[config.mk]
export PLATFORM = sky130hd
export DESIGN_NAME = tmr_top
export DESIGN_NICKNAME = d
export VERILOG_FILES = /design/src/rtl/tmr_pkg.sv /design/src/rtl/tmr_count_core.sv /design/src/rtl/tmr_regfile.sv /design/src/rtl/tmr_top.sv
export SDC_FILE = /design/constraint.sdc
export NUM_CORES = 1
export LEC_CHECK = 0
export CORE_UTILIZATION = 45
export DETAILED_ROUTE_END_ITERATION = 16
export PLACE_DENSITY = 0.7
export SYNTH_ARGS = -nofsm -noshare
export SYNTH_HDL_FRONTEND = slang
export SYNTH_HIERARCHICAL = 1
export SYNTH_SLANG_ARGS = --single-unit
[constraint.sdc]
create_clock -name clk -period 3.8 [get_ports clk]
set_clock_uncertainty 0.2 [all_clocks]
set_input_delay 0.57 -clock clk [delete_from_list [all_inputs] [get_ports clk]]
set_output_delay 0.57 -clock clk [all_outputs]
set_load 0.05 [all_outputs]
[src/rtl/tmr_pkg.sv]
package tmr_pkg;
  localparam int DATA_W  = 32;
  localparam int ADDR_W  = 3;
  localparam int CNT_LSB = 9;
  localparam int CNT_W   = DATA_W - 1 - CNT_LSB;  // bits 30..9

  typedef enum logic [ADDR_W-1:0] {
    OFS_LIMIT      = 3'd0,
    OFS_COUNT      = 3'd1,
    OFS_LIMIT_KEEP = 3'd2,
    OFS_SPARE      = 3'd3,
    OFS_MODE       = 3'd4
  } tmr_ofs_e;
endpackage

[src/rtl/tmr_count_core.sv]
module tmr_count_core #(
  parameter int CNT_W = 22
) (
  input  logic             clk,
  input  logic             rst,
  input  logic             tick,
  input  logic [CNT_W-1:0] limit,
  input  logic             restart,
  input  logic             ack,
  output logic [CNT_W-1:0] cnt,
  output logic             reached,
  output logic             irq
);
  logic             lim_nz;
  logic             at_limit;
  logic [CNT_W-1:0] cnt_inc;
  logic             hit;

  always_comb begin
    lim_nz   = |limit;
    at_limit = lim_nz && (cnt == limit);
    cnt_inc  = cnt + 1'b1;
    hit      = tick && lim_nz && !at_limit && (cnt_inc == limit) && !restart;
  end

  always_ff @(posedge clk) begin
    if (rst) begin
      cnt     <= '0;
      reached <= 1'b0;
      irq     <= 1'b0;
    end else begin
      if (restart)
        cnt <= '0;
      else if (tick)
        cnt <= at_limit ? '0 : cnt_inc;

      // a new match outranks an acknowledge in the same cycle
      if (hit)
        reached <= 1'b1;
      else if (ack)
        reached <= 1'b0;

      if (hit)
        irq <= 1'b1;
      else if (ack || restart)
        irq <= 1'b0;
    end
  end
endmodule

[src/rtl/tmr_regfile.sv]
module tmr_regfile
  import tmr_pkg::*;
#(
  parameter int NCPU = 4
) (
  input  logic              clk,
  input  logic              rst,
  input  logic              wr_en,
  input  logic              rd_en,
  input  logic [ADDR_W-1:0] addr,
  input  logic [DATA_W-1:0] wdata,
  input  logic [CNT_W-1:0]  cnt,
  input  logic              reached,
  output logic [CNT_W-1:0]  limit,
  output logic              restart,
  output logic              ack,
  output logic [NCPU-1:0]   mode,
  output logic [DATA_W-1:0] rdata,
  output logic              rd_valid
);
  localparam int PAD_W = DATA_W - NCPU;

  logic              wr_lim, wr_keep, wr_mode;
  logic [DATA_W-1:0] rd_mux;

  always_comb begin
    wr_lim  = wr_en && (addr == OFS_LIMIT);
    wr_keep = wr_en && (addr == OFS_LIMIT_KEEP);
    wr_mode = wr_en && (addr == OFS_MODE);
    restart = wr_lim;
    ack     = rd_en && (addr == OFS_LIMIT);
    case (addr)
      OFS_LIMIT: rd_mux = {1'b0, limit, {CNT_LSB{1'b0}}};
      OFS_COUNT: rd_mux = {reached, cnt, {CNT_LSB{1'b0}}};
      OFS_MODE:  rd_mux = {{PAD_W{1'b0}}, mode};
      default:   rd_mux = '0;
    endcase
  end

  always_ff @(posedge clk) begin
    if (rst) begin
      limit    <= '0;
      mode     <= '0;
      rdata    <= '0;
      rd_valid <= 1'b0;
    end else begin
      if (wr_lim || wr_keep)
        limit <= wdata[DATA_W-2:CNT_LSB];
      if (wr_mode)
        mode <= wdata[NCPU-1:0];
      rd_valid <= rd_en;
      if (rd_en)
        rdata <= rd_mux;
    end
  end
endmodule

[src/rtl/tmr_top.sv]
module tmr_top
  import tmr_pkg::*;
#(
  parameter int NCPU = 4  // 1..31
) (
  input  logic              clk,
  input  logic              rst,
  input  logic              tick,
  input  logic              wr_en,
  input  logic              rd_en,
  input  logic [ADDR_W-1:0] addr,
  input  logic [DATA_W-1:0] wdata,
  output logic [DATA_W-1:0] rdata,
  output logic              rd_valid,
  output logic              irq,
  output logic [NCPU-1:0]   cpu_mode
);
  logic [CNT_W-1:0] cnt_q;
  logic [CNT_W-1:0] lim_q;
  logic             reached_q;
  logic             restart;
  logic             ack;

  tmr_regfile #(.NCPU(NCPU)) u_regs (
    .clk      (clk),
    .rst      (rst),
    .wr_en    (wr_en),
    .rd_en    (rd_en),
    .addr     (addr),
    .wdata    (wdata),
    .cnt      (cnt_q),
    .reached  (reached_q),
    .limit    (lim_q),
    .restart  (restart),
    .ack      (ack),
    .mode     (cpu_mode),
    .rdata    (rdata),
    .rd_valid (rd_valid)
  );

  tmr_count_core #(.CNT_W(CNT_W)) u_core (
    .clk     (clk),
    .rst     (rst),
    .tick    (tick),
    .limit   (lim_q),
    .restart (restart),
    .ack     (ack),
    .cnt     (cnt_q),
    .reached (reached_q),
    .irq     (irq)
  );
endmodule

==> results of run 1 <==
worst paths after layout:
path	start	end	slack, ns
max	addr[2]	u_core/irq$_SDFFE_PP0P_	0.86
min	u_core/reached$_SDFFE_PP0P_	u_core/reached$_SDFFE_PP0P_	0.26
max reg2reg	u_core/cnt[0]$_SDFFE_PP0P_	u_core/irq$_SDFFE_PP0P_	0.90
min reg2reg	u_core/reached$_SDFFE_PP0P_	u_core/reached$_SDFFE_PP0P_	0.26
cell usage in the layout (no fill, tap or decap), types with 2 or more instances in the layout:
master and instances:
clkinvlp_4 2, nor2_1 25, or2_2 2, nand4_4 2, a22oi_1 2, or4b_4 2, or3_1 2, nand3b_1 6
nand4_1 13, o2bb2ai_1 12, o2111ai_1 3, o32ai_1 4, nand2_1 19, clkbuf_8 9, conb_1 5, xnor2_1 19
nand2b_1 55, nand3_1 10, nor4_1 10, nor3_1 8, and4_1 5, dfxtp_1 78, a21o_1 2, inv_1 5
ha_1 2, and3_1 7, nor2b_1 5, o21ai_0 10, nor3b_1 4, nor4b_1 2, clkdlybuf4s50_1 66, nor4bb_1 3
o2bb2ai_2 9, clkinv_4 2, xor2_1 30, a21oi_1 8, buf_4 7, mux2i_1 50
worst reg2reg max path: stages (launching register included):
cell and delay [ns]:
dfxtp_1 0.54, ha_1 0.22, nand3_1 0.18, nor3_1 0.77, xor2_1 0.20, o2111ai_1 0.19
a2111oi_4 0.23, o2111ai_1 0.20, o21ai_1 0.11
cells by family (layout without fill, tap and decap cells):
family,Yosys count,in the layout
and+or+nand+nor,188,188
DFF,78,78
AOI/OAI and AO/OA,61,61
muxes,50,50
xor gates and xnor gates,49,49
buffers and inverters,42,94
adders and majority gates,2,2
other,1,5
stage by stage:
step	hold slack (ns)	total power, mW	setup slack [ns]
floorplan	0.2077	1.027	1.130
global placement	0.2344	1.099	0.6090
detailed placement	0.2384	1.101	0.5096
CTS	0.2554	1.733	0.8936
global route	0.2709	1.792	0.6599
finish	0.2564	1.713	0.8557
power breakdown:
group	internal [mW]	total [mW]	switching, mW
Combinational	0.107	0.230	0.123
Clock	0.308	0.630	0.321
Sequential	0.831	0.853	0.0225
cell type report:
class                      instances  area, um^2  area share, %
inverter                           5       18.77         0.3505
timing repair buffer              73       713.2          13.32
multi-input combinational        355        2700          50.43
tap                              129       161.4          3.015
sequential                        78        1562          29.17
clock inverter                     6       71.32          1.332
clock buffer                      10       127.6          2.384
layer usage:
metal,part of all wire (%),global-route usage (%),vias to the layer above
li1,-,-,1767
met1,46,29.21,1716
met2,47,35.71,109
met3,5.1,3.934,11
met4,1.2,8.696,0
met5,0,0,-
sequential cells by signal, indices dropped and copies added (netlist names):
name             count
u_regs/mode          4
u_regs/rd_valid      1
u_core/irq           1
u_regs/limit        22
u_core/cnt          22
u_core/reached       1
u_regs/rdata        27
==> flow_summary.json, run 1 <==
{
  "tns_ns": 0,
  "dieHeight_um": 101.6,
  "crit_arrival_ns": 3.03,
  "nFillCells": 849,
  "rows": 35,
  "hold_class": "reg2reg",
  "drtIter0Drc": 137,
  "crit_fanout": 10,
  "antennaDiodeCount": 0,
  "end_kind": "register",
  "period_minus_slack_ns": 2.944,
  "fmax_mhz": 339.6,
  "worst_slew_pin_slew_ns": 0.8514,
  "start_util_pct": 47.43,
  "cts_resized": 0,
  "grt_pass1_vias": 3594,
  "path_class": "in2reg",
  "yosysMostFrequentCell": "dfxtp_1",
  "antenna_found_initial": 0,
  "ys_top_cells_by_count": "dfxtp_1 (78), nand2b_1 (55), mux2i_1 (50)",
  "ys_ff_latch": 78,
  "grt_pass1_wl_um": 17620,
  "ys_types": 56,
  "cts_buffers": 9,
  "ant_nets": 0,
  "hold_path_depth": 2,
  "synthSimpleGateAreaFrac_pct": 26.09,
  "avgRoutedWirePerCell_um": 16.29,
  "final_layout_size_suffix_gt1_share_pct": 8.539,
  "avgSynthCellArea_um2": 9.481,
  "port_buffers": 66,
  "drt-total-wl_um": 10690,
  "htreeDepth": 3,
  "dp_cells": 640,
  "synth_top_family_by_area": "simple AND/OR/NAND/NOR gates",
  "nets": 564,
  "grt_max_degree": 62,
  "place_area_mm2": 0.005155,
  "cts_tree": "done",
  "status": "complete, no violations",
  "syn_inst": 471,
  "peakVddDrop_uv": 231.5,
  "critPathLaunchType": "input pin",
  "synth-edff-count": 0,
  "finalCritPeriodShare_pct": 77.48,
  "critical_path_depth": 9,
  "track_usage_pct": 22.10,
  "muxShareOfSynthArea_pct": 11.21,
  "power.leakage_nw": 1.943,
  "rsz0062_at_grt": "false",
  "clock-sinks": 78,
  "root_buffer": "clkbuf_8",
  "setup_viol": 0,
  "viasPerCell": 5.492,
  "dr.pass1.iters": 4,
  "clk_pin_slew_ns": 0.08,
  "num_vias": 3603,
  "drv_cap": 0,
  "synth_adder_area_share_pct": 0.5604,
  "worstPathRequired_ns": 3.88,
  "synth_compound_area_share_pct": 12.38,
  "instances_no_fill": 656,
  "synth_ff_type": "dfxtp_1",
  "io-pin-count": 78,
  "grt-ovfl-total": 0,
  "critPathMaxStageDelay_ns": 0.62,
  "worstSkewPairLatency_ns": 0.35,
  "die_x_um": 101.6,
  "async_flop_share_pct": 0,
  "hold_buffers": 0,
  "power_density_mw_per_mm2": 319.9,
  "post-cts-setup-buffer-count": 0,
  "die-area_mm2": 0.01033,
  "dp_hpwl_um": 7710,
  "drc": 0,
  "syn-cell-area_mm2": 0.004466,
  "synth_top_cell_area_share_pct": 34.97,
  "yosys.area.top_type": "dfxtp_1",
  "clockBufferDepth": 2,
  "utilization_pct": 56.86,
  "slew_headroom_pct": 42.80,
  "finalInstanceArea_mm2": 0.005354,
  "yosysSeqAreaShare_pct": 34.97,
  "yosysWarnings": 6,
  "gp_congestion": 0.8779,
  "hold_viol": 0,
  "crit_family": "simple AND/OR/NAND/NOR gates",
  "synthXorXnorAreaFrac_pct": 9.611,
  "cpMaxStageDelayCell": "clkdlybuf4s50_1",
  "slew_violations": 0,
  "area_delta_synth_final_pct": 19.89,
  "reg2reg_depth": 8,
  "path_cells": "clkdlybuf4s50_1, nor3b_4, nor2b_1, or2_2, nor4b_1, nand4_1, a2111oi_4, o2111ai_1, o21ai_1",
  "coreArea_mm2": 0.009415,
  "critPathBufInv": 1,
  "ys_top_cells_by_area": "dfxtp_1 (35%), mux2i_1 (11%), nand2b_1 (7.7%), xor2_1 (5.9%), xnor2_1 (3.7%)"
}
(Power assumes the default switching activity.)
==> inputs of run 2 (changes only) <==
- PLACE_DENSITY: 0.7 -> 0.72
- clock period: 3.8 -> 2.6 ns (I/O delays scaled with it)
==> run 2 against run 1 <==
Against the previous run: power up 49%; sequential cell count unchanged; via count up 6.9%; first-iteration DRC count up 71%; combinational power up 73%; clock-buffer cell count unchanged; critical endpoint unchanged; largest power group unchanged.
==> flow_summary.json, run 2 (same netlist as run 1, synthesis figures left out) <==
{
  "status": "complete, no violations",
  "holdWs_ns": 0.2683,
  "peakVddDrop_uv": 327.5,
  "clock-sinks": 78,
  "end_kind": "register",
  "hold_viol": 0,
  "regToRegSetupSlack_ns": 0.13,
  "dr.pass1.iters": 5,
  "critPathLaunchType": "register",
  "cpMaxStageDelayCell": "or4b_4",
  "top_register": "u_regs/rdata",
  "slew_violations": 0,
  "crit_family": "simple AND/OR/NAND/NOR gates",
  "power.leakage_nw": 2.130,
  "drv_cap": 0,
  "path_class": "reg2reg",
  "power_density_mw_per_mm2": 447.8,
  "multi_input_area_mm2": 0.002753,
  "antennaDiodeCount": 0,
  "finalInstanceArea_mm2": 0.005702,
  "critPathMaxStageDelay_ns": 0.54,
  "path_cells": "ha_2, nand3_2, nor4_4, xnor2_1, or4b_4, a2111oi_4, o2111ai_2, o21ai_1",
  "dp_hpwl_um": 8384,
  "cts_tree": "done",
  "cts_buffers": 9,
  "area_delta_synth_final_pct": 27.68,
  "nets": 598,
  "regArea_mm2": 0.001578,
  "worstPathRequired_ns": 2.69,
  "place_area_mm2": 0.005435,
  "gp_congestion": 0.8929,
  "worst_slew_pin_slew_ns": 0.5622,
  "reg.largest.list": "u_regs/rdata: 27 flops, u_core/cnt: 22 flops, u_regs/limit: 22 flops",
  "largest_reg_flops": 27,
  "io-pin-count": 78,
  "num_vias": 3851,
  "grt_max_degree": 62,
  "clk_pin_slew_ns": 0.08,
  "hold_class": "reg2reg",
  "finalCritPeriodShare_pct": 95.06,
  "track_usage_pct": 23.92,
  "instances_no_fill": 690,
  "crit_fanout": 5,
  "worstSkewPairLatency_ns": 0.35,
  "slew_headroom_pct": 62.48,
  "dp_cells": 674,
  "start_util_pct": 47.43,
  "die-area_mm2": 0.01033,
  "drtIter0Drc": 234,
  "final_layout_size_suffix_gt1_share_pct": 17.83,
  "drc": 0,
  "antenna_found_initial": 0,
  "htreeDepth": 3,
  "crit_arrival_ns": 2.56,
  "root_buffer": "clkbuf_8",
  "period_minus_slack_ns": 2.472,
  "die_x_um": 101.6,
  "drt-total-wl_um": 11640,
  "ant_nets": 0,
  "grt_pass1_wl_um": 19080,
  "nFillCells": 833,
  "viasPerCell": 5.581,
  "coreArea_mm2": 0.009415,
  "port_buffers": 66,
  "layout_common_cells": "dfxtp_1 (67), clkdlybuf4s50_1 (66), nand2b_1 (55), mux2i_1 (50), buf_4 (39)",
  "p_total_mw": 2.554,
  "setup_viol": 0,
  "fmax_mhz": 404.6,
  "layout_commonest_cell": "dfxtp_1",
  "rows": 35,
  "critPathBufInv": 0,
  "grt-ovfl-total": 0,
  "clockBufferDepth": 2,
  "dieHeight_um": 101.6,
  "avgRoutedWirePerCell_um": 16.88,
  "grt_pass1_vias": 3718
}
## run 2: changes by cell type in the layout (fill, tap and decap cells not counted), sizes merged
cell / previous run / this run
clkinv: 2 / 1
buf: 7 / 41
clkinvlp: 2 / 3
## run 2: metrics by stage
stage	setup slack (ns)	utilization (%)	TNS, ns
6_report	0.1285	60.56	0
5_1_grt	-0.01779	60.56	-0.03317
4_1_cts	0.03235	59.83	0
3_5_place_dp	-0.2559	57.73	-0.4928
3_3_place_gp	-0.1820	57.73	-0.3499
2_1_floorplan	0.06591	-	0
## run 2: layout make-up
cell class                 instances  area share (%)
clock buffer                      10           2.238
clock inverter                     6           1.229
inverter                           5          0.3292
multi-input combinational        355           48.28
sequential                        78           27.67
tap                              129           2.831
timing repair buffer             107           17.42
## run 2: final timing paths
kind / depth (start not counted) / startpoint / to
min: 1 / u_regs/rdata[21]$_SDFFE_PP0P_ / u_regs/rdata[21]$_SDFFE_PP0P_
min reg2reg: 1 / u_regs/rdata[21]$_SDFFE_PP0P_ / u_regs/rdata[21]$_SDFFE_PP0P_
max reg2reg: 8 / u_core/cnt[1]$_SDFFE_PP0P_ / u_core/irq$_SDFFE_PP0P_
max: 8 / u_core/cnt[1]$_SDFFE_PP0P_ / u_core/irq$_SDFFE_PP0P_
## run 2: repair_timing
item                       4_1_cts  5_1_grt
hold buffers                     0        0
setup endpoints to repair        0       22
setup buffers                    0        0
gates resized for setup          0       23
## run 2: power by group
part	internal [mW]	switching, mW	total (mW)
registers	1.21	0.0238	1.24
clock network	0.449	0.471	0.919
logic	0.186	0.211	0.397
total	1.85	0.705	2.55
## run 2: layer usage
metal | global-route usage, % | wire length, um | vias to the layer above
met4 | 5.574 | 128 | 0
li1 | - | - | 1848
met3 | 5.452 | 806 | 11
met1 | 32.23 | 5234 | 1845
met5 | 0 | 0 | -
met2 | 38.83 | 5475 | 147
